`src/rtl/spi_duplex_engine.sv`:
```
module spi_duplex_engine #(
  parameter int DIV_W = 8
) (
  input  logic        clk,
  input  logic        rst_n,
  input  logic        reg_wr,
  input  logic [1:0]  reg_addr,
  input  logic [15:0] reg_wdata,
  output logic [15:0] reg_rdata,
  output logic        xfer_done,
  output logic        sclk_o,
  output logic        ss_n_o,
  input  logic        sclk_i,
  input  logic        ss_n_i,
  input  logic        sdi,
  output logic        sdo
);
  localparam int RW = 16;

  logic en, mst, cpol, cpha, lsb, done_q;
  logic [DIV_W-1:0] div_q, dcnt;
  logic [7:0] tx_q, rx_q, sh_tx, sh_rx;
  logic [3:0] bcnt, ecnt;
  logic m_busy, sclk_q, s_act, sdo_q;
  logic [2:0] sclk_sy, ss_sy;
  logic [1:0] sdi_sy;

  function automatic logic first_bit(input logic [7:0] b, input logic l);
    return l ? b[0] : b[7];
  endfunction
  function automatic logic [7:0] shifted(input logic [7:0] b, input logic l);
    return l ? {1'b0, b[7:1]} : {b[6:0], 1'b0};
  endfunction

  wire wr_ctl = reg_wr && reg_addr == 2'd0;
  wire wr_tx  = reg_wr && reg_addr == 2'd1;
  wire wr_div = reg_wr && reg_addr == 2'd3;
  wire busy   = m_busy | s_act;
  wire unused_wdata = ^reg_wdata[14:9];

  wire m_start = en && mst && !m_busy && wr_tx;
  wire m_tick  = m_busy && dcnt == div_q;
  wire ss_s    = ss_sy[1];
  wire s_start = en && !mst && ss_sy[2] && !ss_s;
  wire s_edge  = s_act && !ss_s && (sclk_sy[1] != sclk_sy[2]);
  wire lead    = m_busy ? (m_tick && !ecnt[0]) : (s_edge && sclk_sy[1] != cpol);
  wire trail   = m_busy ? (m_tick &&  ecnt[0]) : (s_edge && sclk_sy[1] == cpol);
  wire cap     = (cpha ? trail : lead) && !bcnt[3];
  wire launch  = cpha ? lead : trail;
  wire sdi_in  = mst ? sdi : sdi_sy[1];
  wire last_cap = cap && bcnt == 4'd7;
  wire start   = m_start | s_start;
  wire [7:0] load_b  = m_start ? reg_wdata[7:0] : tx_q;
  wire [7:0] rx_next = lsb ? {sdi_in, sh_rx[7:1]} : {sh_rx[6:0], sdi_in};

  assign sclk_o = (mst && m_busy) ? sclk_q : cpol;
  assign ss_n_o = ~m_busy;
  assign sdo    = sdo_q;

  always_comb begin
    case (reg_addr)
      2'd0:    reg_rdata = {done_q, busy, 5'b0, lsb, 4'b0, cpha, cpol, mst, en};
      2'd1:    reg_rdata = {8'h0, tx_q};
      2'd2:    reg_rdata = {8'h0, rx_q};
      default: reg_rdata = RW'(div_q);
    endcase
  end

  always_ff @(posedge clk or negedge rst_n) begin
    if (!rst_n) begin
      {en, mst, cpol, cpha, lsb} <= '0;
      div_q <= '0;
      tx_q  <= '0;
    end else begin
      if (wr_ctl) begin
        en <= reg_wdata[0];
        if (!en) {lsb, cpha, cpol, mst} <= {reg_wdata[8], reg_wdata[3:1]};
      end
      if (wr_div && !en) div_q <= reg_wdata[DIV_W-1:0];
      if (wr_tx && !busy) tx_q <= reg_wdata[7:0];
    end
  end

  always_ff @(posedge clk or negedge rst_n) begin
    if (!rst_n) begin
      sclk_sy <= '0;
      ss_sy   <= '1;
      sdi_sy  <= '0;
      s_act   <= 1'b0;
    end else begin
      sclk_sy <= {sclk_sy[1:0], sclk_i};
      ss_sy   <= {ss_sy[1:0], ss_n_i};
      sdi_sy  <= {sdi_sy[0], sdi};
      if (!en || mst)    s_act <= 1'b0;
      else if (s_start)  s_act <= 1'b1;
      else if (ss_s || last_cap) s_act <= 1'b0;
    end
  end

  always_ff @(posedge clk or negedge rst_n) begin
    if (!rst_n) begin
      m_busy <= 1'b0;
      sclk_q <= 1'b0;
      dcnt   <= '0;
      ecnt   <= '0;
    end else if (!en) begin
      m_busy <= 1'b0;
    end else if (m_start) begin
      m_busy <= 1'b1;
      sclk_q <= cpol;
      dcnt   <= '0;
      ecnt   <= '0;
    end else if (m_tick) begin
      dcnt   <= '0;
      sclk_q <= ~sclk_q;
      ecnt   <= ecnt + 4'd1;
      if (ecnt == 4'd15) m_busy <= 1'b0;
    end else if (m_busy) begin
      dcnt <= dcnt + 1'b1;
    end
  end

  always_ff @(posedge clk or negedge rst_n) begin
    if (!rst_n) begin
      sh_tx <= '0;
      sh_rx <= '0;
      bcnt  <= '0;
      sdo_q <= 1'b0;
    end else if (start) begin
      bcnt  <= '0;
      sh_rx <= '0;
      sh_tx <= cpha ? load_b : shifted(load_b, lsb);
      sdo_q <= cpha ? 1'b0 : first_bit(load_b, lsb);
    end else begin
      if (launch) begin
        sdo_q <= first_bit(sh_tx, lsb);
        sh_tx <= shifted(sh_tx, lsb);
      end
      if (cap) begin
        sh_rx <= rx_next;
        bcnt  <= bcnt + 4'd1;
      end
    end
  end

  always_ff @(posedge clk or negedge rst_n) begin
    if (!rst_n) begin
      rx_q      <= '0;
      done_q    <= 1'b0;
      xfer_done <= 1'b0;
    end else begin
      xfer_done <= last_cap;
      if (last_cap) begin
        rx_q   <= rx_next;
        done_q <= 1'b1;
      end else if (start || (wr_ctl && reg_wdata[15])) begin
        done_q <= 1'b0;
      end
    end
  end
endmodule

```
`config.mk`:
```
export PLATFORM = sky130hd
export DESIGN_NAME = spi_duplex_engine
export DESIGN_NICKNAME = d
export VERILOG_FILES = /design/src/rtl/spi_duplex_engine.sv
export SDC_FILE = /design/constraint.sdc
export NUM_CORES = 1
export LEC_CHECK = 0
export BUFFER_PORTS_ARGS = -buffer_cell sky130_fd_sc_hd__buf_2
export CORE_MARGIN = 1
export CORE_UTILIZATION = 64
export CTS_BUF_LIST = sky130_fd_sc_hd__clkbuf_8
export DETAILED_ROUTE_END_ITERATION = 7
export GPL_ROUTABILITY_DRIVEN = 0
export PLACE_DENSITY = 0.95
export SLEW_MARGIN = 10
export SYNTH_ARGS = -nofsm -noshare
export SYNTH_HDL_FRONTEND = slang
export SYNTH_SLANG_ARGS = --single-unit
export TNS_END_PERCENT = 20
```
`constraint.sdc`:
```
create_clock -name clk -period 3.7 [get_ports clk]
set_clock_uncertainty 0.1 [all_clocks]
set_input_delay 0.74 -clock clk [delete_from_list [all_inputs] [get_ports clk]]
set_output_delay 0.74 -clock clk [all_outputs]
set_load 0.02 [all_outputs]
```
=== Word-level counts from Yosys, hierarchy flattened ===
Cells that the tools add are included.

* Register bits: 75
* Latch bits: 0
* Bits in writable memories: 0
* Bits in read-only memories: 0
* Output and inout bits: 20
* Logic and storage cells: 123
* Memories: 0

* Add/subtract/negate cells: 3
* Multipliers: 0
* Div/mod/pow operators: 0
* $lt $le $gt $ge: 0
* Eq/ne operators: 11
* Shift-type cells: 0
* Multiplexer cells: 39
* Bitwise operators: 5
* Reductions and logical operators: 43

{| class="wikitable"
|+ Operator list
! operator !! number
|-
| 8-bit two-way mux || 12
|-
| 16-bit case mux with 3 select lines || 1
|-
| 1-bit logical AND || 22
|-
| 1-bit two-way mux || 22
|-
| 4-bit two-way mux || 4
|-
| 4-bit by 1-bit adder with 4-bit output (second input constant) || 2
|-
| 8-bit by 1-bit adder with 8-bit output (second input constant) || 1
|-
| 8-bit equality test || 1
|-
| 2-bit AND reduction || 4
|-
| 2-bit nonzero test || 4
|-
| 1-bit zero test || 7
|-
| 3-bit by 1-bit != test with 1-bit output (second input constant) || 2
|-
| 3-bit nonzero test || 2
|-
| 2-bit equality test (second input constant) || 2
|-
| 4-bit by 3-bit equality test with 1-bit output (second input constant) || 1
|-
| 4-bit equality test (second input constant) || 1
|-
| 1-bit logical OR || 3
|-
| 1-bit NOT || 3
|-
| 2-bit by 1-bit equality test with 1-bit output (second input constant) || 1
|-
| 2-bit zero test || 1
|-
| 1-bit != test || 2
|-
| 1-bit bitwise OR || 2
|-
| 1-bit equality test || 1
|}

=== Depth between registers and ports, before layout ===
* Word-level depth: 12
* Depth in mapped cells: 8
* Mapped depth without buffers: 6

=== Least setup slack after synthesis ===
No wires, ideal clock.

* Path type: input port to output port
* From: input port reg_addr[1]
* To: output port reg_rdata[4]
* Arrival time: 1744 ps
* Path slack: 1116 ps
* Cell stages on the path: 3
* Buffers on the path: 1
* Cells stage by stage: buf_1 -> mux2_2 -> a22o_1

* Longest elaborated chain between the ends: 2
* Elaborated cells on any way between the ends: 4
* Classes of those cells: 2 x eq/ne; 1 x mux; 1 x reduce/logical

{| class="wikitable"
|+ Ends and longest elaborated chain
! item !! line !! text
|-
| from (decl) || 7 || <nowiki>input logic [1:0] reg_addr,</nowiki>
|-
| 2-bit equality test, or another cell as far along || 61 || <nowiki>case (reg_addr)</nowiki>
|-
| 16-bit case mux with 3 select lines (*) || 61 ||
|-
| to (decl) || 9 || <nowiki>output logic [15:0] reg_rdata,</nowiki>
|}

Mark *: on every way between the ends. The rest lies on a longest branch, timed or not.

=== Final worst setup path ===
* From: register lsb
* To: output port reg_rdata[8]

* Longest elaborated chain between the ends: 1

{| class="wikitable"
|+ Ends and longest elaborated chain
! item !! line !! text
|-
| from (decl) || 20 || <nowiki>logic en, mst, cpol, cpha, lsb, done_q;</nowiki>
|-
| from (signal assigned) || 77 || <nowiki>if (!en) {lsb, cpha, cpol, mst} <= {reg_wdata[8], reg_wdata[3:1]};</nowiki>
|-
| 16-bit case mux with 3 select lines || 61 ||
|}

Every way passes these cells.

==> impl_metrics.csv <==
group,metric,value,unit
status,status,"finished, final reports clean",
layout,n_antenna_cell,0,
setup_path,crit_chain,"inv_2 -> nor3_1 -> buf_2",
placed_design,post_dp_cell_area,4110,µm²
yosys,synth_flop_cell,"dfrtp_1",
routing,firstDrtPassIters,4,
setup_path,arrival,2.06,ns
yosys,yosysUniqueCellTypes,48,
yosys,synthArstFlopShare,1.00,
layout,fin_nets,397,
sta,fmax,344,MHz
layout,area_growth,10.8,%
yosys,synthTopCellsByCount,"dfrtp_1 (72), mux2i_1 (38), mux2_2 (33), nor2_1 (30), nand2_1 (16)",
global_route,grt_overflow,0,
routing,wl,8340,µm
yosys,synth_edf_count,0,
yosys,ys_warn_count,0,
setup_path,crit_path_top_delay_cell,"dfrtp_1",
clock_network,cts_sinks,75,
clock_network,root_buffer,"clkbuf_8",
clock_network,cts_buffers,9,
global_route,antenna_found_initial,0,
clock_network,cts_hold_buf,0,
yosys,synth.area.top_cells,"dfrtp_1 (46%), mux2i_1 (9.7%), mux2_2 (9.5%), nor2_1 (2.9%), xnor2_1 (2.5%)",
global_route,grt_pass1_wl,14000,µm
global_route,grt_max_degree,40,
sta,finalCritPeriodShare,0.785,
sta,slew_headroom,0.302,
yosys,synth_top_area_share,0.460,
clock_network,cts.htree.levels,3,
sta,finalMaxSlewViolations,0,
sta,finalCriticalPeriod,2.90,ns
global_route,grt_pass1_vias,2772,
setup_path,critical_path_class,"register to output port",
sta,grt_setup_unrepaired,"false",
setup_path,path_delay_family,"flip-flops",
routing,ant_nets,0,
flow_run,cap_violations,0,
sta,tns,0,ns
hold_path,hold_class,"register to register",
layout,final_design_area_no_fill,4340,µm²
floorplanning,dieArea,6440,µm²
routing,route.vias.total,2723,
floorplanning,fp.coreArea,5920,µm²
placed_design,portBuffers,32,
routing,wire_per_inst,18.5,µm
setup_path,start_kind,"register",
sta,worstMarginPinSlew,1.05,ns
setup_path,critPathRequiredTime,2.86,ns
setup_path,path_max_fanout,20,
floorplanning,rows,28,
clock_network,clock_path_buffers,2,
clock_network,cts_tree,"built",
setup_path,end_kind,"output port",
global_route,grtUsageTotal,0.301,
floorplanning,start_util,0.661,
setup_path,slowest_delay,0.92,ns
yosys,syn_area,3920,µm²
sta,hold_viol_final,0,
routing,drt-initial-drc-count,155,
yosys,ys_seq_area_frac,0.480,
placed_design,dpl.hpwl,5930,µm
sta,setup_viol,0,
floorplanning,num_io_pins,44,
floorplanning,die_h,80.2,µm
yosys,synth_largest_area_cell,"dfrtp_1",
routing,avgViaCountPerCell,6.05,
yosys,syn_inst,339,
power,powerDensity,585,nW/µm²
clock_network,postCtsSetupRepairBufs,0,
clock_network,clk_latency,0.36,ns
routing,drc,0,
power,leakage,2.06,nW
layout,drive_above_1_share,0.272,
setup_path,path_buf_inv,2,
power,peakVddDrop,0.542,mV
yosys,synth_most_common_cell,"dfrtp_1",
yosys,ys_seq_elements,75,
clock_network,ctsResizeCount,0,
clock_network,clkSlewWorstSetupHoldPaths,0.08,ns
floorplanning,die_w,80.2,µm
layout,fillerInstances,402,
yosys,avgSynthCellArea,11.6,µm²
[cell type report]
class                   count  area, µm²  share of cell area
clock buffers               9        124              0.0286
clock inverters             7       98.8              0.0228
inverters                  14       52.6              0.0121
multi-input cells         235       1910               0.439
flip-flops and latches     75       1880               0.434
well taps                  75       93.8              0.0216
repair buffers             35        183              0.0421
[worst register-to-register path, cell delays in order, from the launching register on]
cell and delay (ns):
dfrtp_1 0.42, xnor2_1 0.17, nand3_1 0.18, nor4_2 0.55, o2111ai_1 0.57, mux2_1 0.52
[report_power, final]
part | total, W | internal [W] | leakage, nW | switching [W]
Combinational | 0.000672 | 0.000333 | 0.998 | 0.000339
Clock | 0.000711 | 0.000384 | 0.110 | 0.000327
Sequential | 0.00116 | 0.000969 | 0.954 | 0.000187
Total | 0.00254 | 0.00169 | 2.06 | 0.000853
[registers in the layout (all words and copies together), names as in the netlist, 2 cells and up]
register,cells
sclk_sy,3
bcnt,4
ecnt,4
tx_q,8
div_q,8
dcnt,8
sdi_sy,2
sh_rx,8
ss_sy,3
rx_q,8
sh_tx,8
[placed cells by master (no fill, tap or decap), types with 3 or more instances in the layout]
cell	instances
a21oi_1	9
a22o_1	4
buf_2	32
buf_4	3
clkbuf_8	9
conb_1	5
dfrtp_1	72
dfstp_2	3
ha_1	3
inv_1	13
mux2_1	8
mux2_2	33
mux2_4	3
mux2i_1	38
mux4_2	4
nand2_1	16
nand3_1	8
nand3b_1	4
nand4_1	5
nor2_1	30
nor2b_1	3
o211ai_1	3
o21ai_0	7
o22ai_1	6
xnor2_1	11
xor2_1	11
[layer usage]
layer	track usage	up-vias	wire length (µm)
met4	0.111	0	204
li1	-	1253	-
met3	0.0955	18	527
met2	0.484	91	4100
met1	0.381	1361	3510
met5	0	-	0
[final timing paths]
path	start	to	slack [ns]	depth (start not counted)
setup / recovery	lsb	reg_rdata[8]	0.80	3
hold / removal	sdi_sy[0]	sdi_sy[1]	0.26	0
setup reg to reg	dcnt[6]	rx_q[1]	1.08	5
hold reg to reg	sdi_sy[0]	sdi_sy[1]	0.26	0
max in group asynchronous	rst_n	ss_sy[2]	2.29	2
min in group asynchronous	rst_n	rx_q[1]	0.38	1
[metrics by stage]
step / hold WS (ns) / setup WS [ns] / std cells / utilization / total power [W]
3_3_place_gp: 0.234 / 0.770 / 434 / 0.694 / 0.00179
2_1_floorplan: 0.231 / 1.12 / 343 / - / 0.00164
6_report: 0.255 / 0.796 / 450 / 0.733 / 0.00254
3_5_place_dp: 0.246 / 0.702 / 434 / 0.694 / 0.00183
4_1_cts: 0.254 / 0.832 / 450 / 0.732 / 0.00254
5_1_grt: 0.259 / 0.674 / 450 / 0.733 / 0.00267
[kinds of logic (layout without fill, tap and decap cells)]
family | after synthesis | in the layout | synth area share
simple gates | 79 | 79 | 0.103
fa+ha+maj | 3 | 3 | 0.00959
xor+xnor | 22 | 22 | 0.0492
buf+inv | 33 | 65 | 0.0380
compound gates | 40 | 40 | 0.0693
flops | 75 | 75 | 0.480
mux | 86 | 86 | 0.250
other cells | 1 | 5 | 0.000958
(Power assumes the default switching activity.)
